### src/rtl/link_pwr_pkg.sv
package link_pwr_pkg;
  typedef enum logic [2:0] {
    ST_STBY,
    ST_EXIT,
    ST_PRE,
    ST_STOP,
    ST_HS
  } lps_state_e;

  localparam logic [1:0] LP_00 = 2'b00;
  localparam logic [1:0] LP_10 = 2'b10;
  localparam logic [1:0] LP_11 = 2'b11;
endpackage

### src/rtl/lps_delay_cnt.sv
module lps_delay_cnt #(
  parameter int CW = 9
) (
  input  logic          clk_i,
  input  logic          rst_ni,
  input  logic          load_i,
  input  logic [CW-1:0] load_val_i,
  output logic          zero_o
);
  logic [CW-1:0] cnt_q;

  always_ff @(posedge clk_i or negedge rst_ni) begin
    if (!rst_ni)              cnt_q <= '0;
    else if (load_i)          cnt_q <= load_val_i;
    else if (cnt_q != '0)     cnt_q <= cnt_q - CW'(1);
  end

  assign zero_o = (cnt_q == '0);
endmodule

### src/rtl/lps_mode_guard.sv
module lps_mode_guard (
  input  logic clk_i,
  input  logic rst_ni,
  input  logic in_stby_i,
  input  logic stream_req_i,
  input  logic ser_mode_i,
  output logic ser_mode_o,
  output logic par_en_o
);
  logic ser_mode_q;

  // mode may only change while idle in standby
  always_ff @(posedge clk_i or negedge rst_ni) begin
    if (!rst_ni)                         ser_mode_q <= 1'b0;
    else if (in_stby_i && !stream_req_i) ser_mode_q <= ser_mode_i;
  end

  assign ser_mode_o = ser_mode_q;
  assign par_en_o   = stream_req_i && !ser_mode_q;
endmodule

### src/rtl/lps_fsm.sv
module lps_fsm
  import link_pwr_pkg::*;
#(
  parameter int DLY_W   = 8,
  parameter int OVH_CYC = 4,
  localparam int CW     = DLY_W + 1
) (
  input  logic             clk_i,
  input  logic             rst_ni,
  input  logic             stream_req_i,
  input  logic             ser_mode_i,
  input  logic             pll_lock_i,
  input  logic             bias_ok_i,
  input  logic             pkt_req_i,
  input  logic             pkt_end_i,
  input  logic [DLY_W-1:0] wake_dly_i,
  input  logic [DLY_W-1:0] pre_dly_i,
  input  logic             dly_zero_i,
  output logic             ld_o,
  output logic [CW-1:0]    ld_val_o,
  output lps_state_e       state_o
);
  lps_state_e state_q, state_d;

  always_comb begin
    state_d  = state_q;
    ld_o     = 1'b0;
    ld_val_o = CW'(wake_dly_i);
    unique case (state_q)
      ST_STBY: if (stream_req_i && ser_mode_i && pll_lock_i && bias_ok_i) begin
        state_d = ST_EXIT;
        ld_o    = 1'b1;
      end
      ST_EXIT: begin
        if (!stream_req_i) state_d = ST_STOP;
        else if (dly_zero_i) begin
          state_d  = ST_PRE;
          ld_o     = 1'b1;
          ld_val_o = CW'(pre_dly_i) + CW'(OVH_CYC);
        end
      end
      ST_PRE: begin
        if (!stream_req_i) state_d = ST_STBY;
        else if (dly_zero_i)
          state_d = (pkt_req_i && pll_lock_i) ? ST_HS : ST_STOP;
      end
      ST_STOP: begin
        if (!stream_req_i)                state_d = ST_STBY;
        else if (pkt_req_i && pll_lock_i) state_d = ST_HS;
      end
      ST_HS: begin
        // lock loss aborts; otherwise the packet always completes
        if (!pll_lock_i || pkt_end_i) state_d = ST_STOP;
      end
      default: state_d = ST_STBY;
    endcase
  end

  always_ff @(posedge clk_i or negedge rst_ni) begin
    if (!rst_ni) state_q <= ST_STBY;
    else         state_q <= state_d;
  end

  assign state_o = state_q;
endmodule

### src/rtl/link_pwr_seq.sv
module link_pwr_seq
  import link_pwr_pkg::*;
#(
  parameter int DLY_W   = 8,
  parameter int OVH_CYC = 4,
  parameter int PAIRS   = 2
) (
  input  logic               clk_i,
  input  logic               rst_ni,
  input  logic               stream_req_i,
  input  logic               ser_mode_i,
  input  logic               pll_lock_i,
  input  logic               bias_ok_i,
  input  logic [DLY_W-1:0]   wake_dly_i,
  input  logic [DLY_W-1:0]   pre_dly_i,
  input  logic               pkt_req_i,
  input  logic               pkt_end_i,
  output logic [2*PAIRS-1:0] lp_lines_o,
  output logic               hs_en_o,
  output logic               ser_act_o,
  output logic               par_en_o
);
  localparam int CW = DLY_W + 1;

  lps_state_e    state;
  logic          ser_mode;
  logic          ld;
  logic [CW-1:0] ld_val;
  logic          dly_zero;
  logic [1:0]    code;

  lps_mode_guard u_guard (
    .clk_i        (clk_i),
    .rst_ni       (rst_ni),
    .in_stby_i    (state == ST_STBY),
    .stream_req_i (stream_req_i),
    .ser_mode_i   (ser_mode_i),
    .ser_mode_o   (ser_mode),
    .par_en_o     (par_en_o)
  );

  lps_fsm #(.DLY_W(DLY_W), .OVH_CYC(OVH_CYC)) u_fsm (
    .clk_i        (clk_i),
    .rst_ni       (rst_ni),
    .stream_req_i (stream_req_i),
    .ser_mode_i   (ser_mode),
    .pll_lock_i   (pll_lock_i),
    .bias_ok_i    (bias_ok_i),
    .pkt_req_i    (pkt_req_i),
    .pkt_end_i    (pkt_end_i),
    .wake_dly_i   (wake_dly_i),
    .pre_dly_i    (pre_dly_i),
    .dly_zero_i   (dly_zero),
    .ld_o         (ld),
    .ld_val_o     (ld_val),
    .state_o      (state)
  );

  lps_delay_cnt #(.CW(CW)) u_cnt (
    .clk_i      (clk_i),
    .rst_ni     (rst_ni),
    .load_i     (ld),
    .load_val_i (ld_val),
    .zero_o     (dly_zero)
  );

  always_comb begin
    unique case (state)
      ST_EXIT:         code = LP_10;
      ST_PRE, ST_STOP: code = LP_11;
      default:         code = LP_00;
    endcase
  end

  for (genvar p = 0; p < PAIRS; p++) begin : g_pair
    assign lp_lines_o[2*p +: 2] = code;
  end

  assign hs_en_o   = (state == ST_HS);
  assign ser_act_o = (state != ST_STBY);
endmodule

### config.mk
export PLATFORM = sky130hd
export DESIGN_NAME = link_pwr_seq
export DESIGN_NICKNAME = d
export VERILOG_FILES = /design/src/rtl/link_pwr_pkg.sv /design/src/rtl/lps_delay_cnt.sv /design/src/rtl/lps_mode_guard.sv /design/src/rtl/lps_fsm.sv /design/src/rtl/link_pwr_seq.sv
export SDC_FILE = /design/constraint.sdc
export NUM_CORES = 1
export LEC_CHECK = 0
export ABC_AREA = 1
export BUFFER_PORTS_ARGS = -buffer_cell sky130_fd_sc_hd__buf_2
export CAP_MARGIN = 10
export CORE_MARGIN = 5
export CORE_UTILIZATION = 40
export CTS_BUF_LIST = sky130_fd_sc_hd__clkbuf_8
export DETAILED_ROUTE_END_ITERATION = 10
export PLACE_DENSITY_LB_ADDON = 0.12
export SLEW_MARGIN = 20
export SYNTH_ARGS = -nofsm -noshare
export SYNTH_HDL_FRONTEND = slang
export SYNTH_SLANG_ARGS = --single-unit
### constraint.sdc
create_clock -name clk_i -period 2.4 [get_ports clk_i]
set_input_delay 0.6 -clock clk_i [delete_from_list [all_inputs] [get_ports clk_i]]
set_output_delay 0.6 -clock clk_i [all_outputs]
set_load 0.005 [all_outputs]
# Word-level counts from Yosys, hierarchy flattened

Index checks and enable logic that the tools add are counted.
Widths: inputs -> output; s select.

Output and inout port bits: 7
Flip-flop bits (word level): 13

Muxes and demuxes: 20
$add $sub $neg: 2
Eq/ne operators: 9
Reductions and logical operators: 17

Operator list:

| operator            | count |
|---|---|
| $mux 9              | 5 |
| $mux 3              | 9 |
| $pmux 3 s5          | 1 |
| $add 8x3->9 const B | 1 |
| $logic_not 9->1     | 1 |
| $reduce_bool 9->1   | 1 |
| $sub 9x1->9 const B | 1 |
| $eq 3x2->1 const B  | 2 |
| $logic_and 1x1->1   | 6 |
| $ne 3x3->1 const B  | 2 |
| $reduce_and 5->1    | 1 |
| $ne 2x1->1 const B  | 2 |
| $pmux 2 s2          | 1 |
| $eq 3x1->1 const B  | 1 |
| $eq 3x3->1 const B  | 1 |
| $logic_not 1->1     | 3 |
| $logic_not 3->1     | 1 |
| $mux 1              | 3 |
| $ne 3x2->1 const B  | 1 |
| $reduce_bool 3->1   | 1 |
| $pmux 1 s2          | 1 |
| $reduce_bool 2->1   | 1 |
| $reduce_or 2->1     | 1 |
| $logic_or 1x1->1    | 1 |

# Depth between registers and ports, before layout

Depth after elaboration: 6
Depth in mapped cells: 11

# Hierarchy

Synthesis repeated with hierarchy kept, for this count alone.

Cell total of the unflattened synthesis: 203
Area total of the unflattened synthesis: 1277.5 um^2

By module, submodules not included:

| module         | sequential area each (um^2) | area an instance (um^2) | instances | cells each |
|---|---|---|---|---|
| lps_delay_cnt  | 225.2                       | 608.1                   | 1         | 90 |
| lps_fsm        | 75.1                        | 560.5                   | 1         | 94 |
| link_pwr_seq   | 0.0                         | 57.6                    | 1         | 12 |
| lps_mode_guard | 25.0                        | 51.3                    | 1         | 7 |

# Least setup slack after synthesis

No wires, ideal clock.

Path kind: register to register
From: register u_cnt.cnt_q[0]
To: register u_cnt.cnt_q[0]
Library setup time: 0.116 ns
Path buffers: 0
Stages on the path, launching flop included: 10
Required time: 2.284 ns
Setup slack: 0.942 ns
Data arrival time: 1.342 ns
Path through: dfrtp_1 inv_1 ha_1 nand2_2 nor2_4 nand2_2 nor2_4 inv_2 nand2_1 nand2_1

Cells in the longest elaborated chain, start to end: 5
Elaborated cells on any way between the ends: 12

Ends and longest elaborated chain:

| item                                                                | line                | RTL |
|---|---|---|
| start: declaration                                                  | lps_delay_cnt.sv:10 | `logic [CW-1:0] cnt_q;` |
| start signal: assignment                                            | lps_delay_cnt.sv:14 | `else if (load_i) cnt_q <= load_val_i;` |
| start signal: assignment                                            | lps_delay_cnt.sv:15 | `else if (cnt_q != '0) cnt_q <= cnt_q - CW'(1);` |
| parallel branches: the longest is 5 deep, another holds $sub 9x1->9 | n/a                 |  |

Parallel ways; which one is timed is not known. The select of a mux whose other input is x is not followed.
A chain may end at the register's enable or synchronous reset.

# Worst setup path in the final report

From: register u_cnt.cnt_q[0]
To: register u_cnt.cnt_q[6]

The elaborated chain is that of the path after synthesis.

==> impl_metrics.ini <==
[synthesis]
synth_most_common_cell = nand2_1
async_reset_ff_share_pct = 100
synth.avg_cell_area_um2 = 6.73
synth-simple-area-share_pct = 44.7
synth_fp_nets = 191
ys_seq_elements = 13
synth_compound_area_share_pct = 8.00
synth-edff-count = 0
synth_area_leaders = dfrtp_1 29%, nand2_1 18%, nor2_1 7.4%
synthCells = 165
yosysTopAreaCellShare_pct = 29.3
netlist_top_cells_count = 52 x nand2_1, 22 x nor2_1, 14 x inv_1
synth_fa_ha_area_share_pct = 2.25
synth_seq_area_share_pct = 29.3
ys_types = 27
synthesis.area_um2 = 1110
synth_top_cell_by_area = dfrtp_1
synth_top_family_by_area = simple AND/OR/NAND/NOR gates
ys_warn_count = 0
synth_xor_area_share_pct = 6.31
synthMuxAreaShare_pct = 1.01
synth_ff_type = dfrtp_1

[setup_path]
path_cells = inv_1 -> ha_1 -> nand2_2 -> nor2_4 -> nand3_2 -> nand2_1 -> inv_1 -> nand2_1 -> a21oi_1
cpPeakStageDelay_ns = 0.38
reg2reg_slack_ns = 0.58
crit_path_start_kind = flop
worstRegToRegCells = 9
endpoint_kind = flop
r2r_end = u_cnt.cnt_q[6]
cp_slowest_cell = dfrtp_1
critPathRequiredTime_ns = 2.52
setup.worst_path.class = flop to flop
r2r_start = u_cnt.cnt_q[0]
crit_arrival_ns = 1.94
cp_max_fo = 11

[power]
cellLeakagePower_uw = 0.000704
power_uw = 1330
ir_drop_mv = 0.590
power_per_cell_area_nw_per_um2 = 1010

[timing]
setup_viol_count_final = 0
rsz0062_at_grt = false
final-hold-violation-count = 0
fin_crit_ns = 1.82
finalWorstSetupSlack_ns = 0.583
fin_tns_setup_ns = 0
slew_violations = 0
finClkSkew_ns = 0.00499
slew_headroom_pct = 75.6
finalCritPeriodShare_pct = 75.7
worst_pin_slew_ns = 0.363
fmax_mhz = 550

[cts]
cts_resized = 0
cts.path.max_buffers = 2
root_buffer = clkbuf_8
cts_hold_buffers = 0
cts.htree.levels = 1
cts_inserted_buffers = 3
postCtsSetupBuffers = 0
clkLatencyLatePin_ns = 0.24
clk_pin_slew_worst_paths_ns = 0.06
cts_num_sinks = 13
cts_tree = yes

[worst_hold_path]
hold_path_class = primary input to asynchronous set/reset pin

[detailed_routing]
drt_wl_total_um = 2640
dr.pass1.iters = 4
postRouteAntennaNets = 0
drtIter0Drc = 52
routedWlPerCell_um = 11.6
vias_per_cell = 4.89
drc = 0
vias = 1111

[global_routing]
grt_pass1_vias = 1096
overflow = 0
grt_max_degree = 14
grt_antenna_before_repair = 0
grt_pass1_wl_um = 4410
grt_util_all_layers_pct = 13.7

[die]
die_y_um = 62.7
core-area_um2 = 2710
die_w_um = 62.7
pin_count = 31
start_util_pct = 41.0
rows = 19
die_area_um2 = 3930

[final_layout]
final_cells = 227
area_growth_pct = 18.7
fin_nets = 223
drive_gt1_share_pct = 27.0
diodes = 0

[place]
dp_slack_ns = 0.578
gp_congestion = 0.820
numPortBuffers = 30
dp_hpwl_um = 2290
dp_cells = 223

[run]
max-cap-violations = 0

[status]
status = completed
where the power goes:
group / total [uW] / switching, uW / leakage [uW] / internal (uW)
logic: 725 / 417 / 0.000516 / 308
registers: 412 / 93.6 / 0.000161 / 318
clock network: 193 / 79.7 / 0.0000269 / 113
sequential cells by signal, summed over array words and instances (netlist names):
name and flops:
u_cnt.cnt_q 9, u_fsm.state_o 3, u_guard.ser_mode_o 1
cell type report:
type / count / area (um2)
fill: 295 / 1390
multi-input combinational: 131 / 692
sequential: 13 / 325
timing repair buffer: 30 / 150
inverter: 18 / 67.6
clock buffer: 3 / 41.3
tap: 31 / 38.8
clock inverter: 1 / 3.75
worst max-delay path, delay by kind of cell, from the launching register on:
family,cells,cell delay (ns)
and+or+nand+nor,5,0.79
DFF,1,0.38
adders and majority gates,1,0.25
buffers and inverters,2,0.22
AOI/OAI and AO/OA,1,0.07
metal layers:
| metal | wire, um | GRT usage, % |
|---|---|---|
| met1 | 1070 | 15.5 |
| met3 | 92 | 2.52 |
| met4 | 26 | 4.77 |
| met2 | 1450 | 25.4 |
| met5 | 0 | 0 |
worst max path at each step:
stage                      from        endpoint  slack [ns]  depth (start not counted)
4_1_cts        u_fsm.state_o[0]         hs_en_o        0.57                          4
3_3_place_gp       stream_req_i  u_cnt.cnt_q[7]        0.62                          8
6_report         u_cnt.cnt_q[0]  u_cnt.cnt_q[6]        0.58                          9
5_1_grt          u_cnt.cnt_q[0]  u_cnt.cnt_q[6]        0.38                          9
3_5_place_dp       stream_req_i  u_cnt.cnt_q[6]        0.58                          8
2_1_floorplan    u_cnt.cnt_q[0]  u_cnt.cnt_q[0]        0.94                          9
metrics by stage:
step / area, um2 / hold slack, ns / util (%)
floorplan: 1110 / 0.304 / -
CTS: 1320 / 0.252 / 48.7
finish: 1320 / 0.240 / 48.7
global placement: 1270 / 0.471 / 47.0
global route: 1320 / 0.266 / 48.7
detailed placement: 1270 / 0.488 / 47.0
layout by cell type (no fill, tap or decap), drive strengths merged:
cell and count:
nand2 56, buf 30, nor2 28, inv 19, dfrtp 13, nand3 13
o21ai 8, xnor2 6, nand4 4, a21oi 4, clkbuf 3, nand3b 2
xor2 2, ha 2, o22ai 1, nor3 1, and3 1, o21a 1
a21boi 1, mux2 1
kinds of logic (layout without fill, tap and decap cells):
kind of cell               Yosys count  after routing
muxes                                1              1
and+or+nand+nor                    105            105
DFF                                 13             13
AOI/OAI and AO/OA                   15             15
adders and majority gates            2              2
xor gates and xnor gates             8              8
buffers and inverters               21             52
Note: power is estimated with default switching activity, not from simulation.
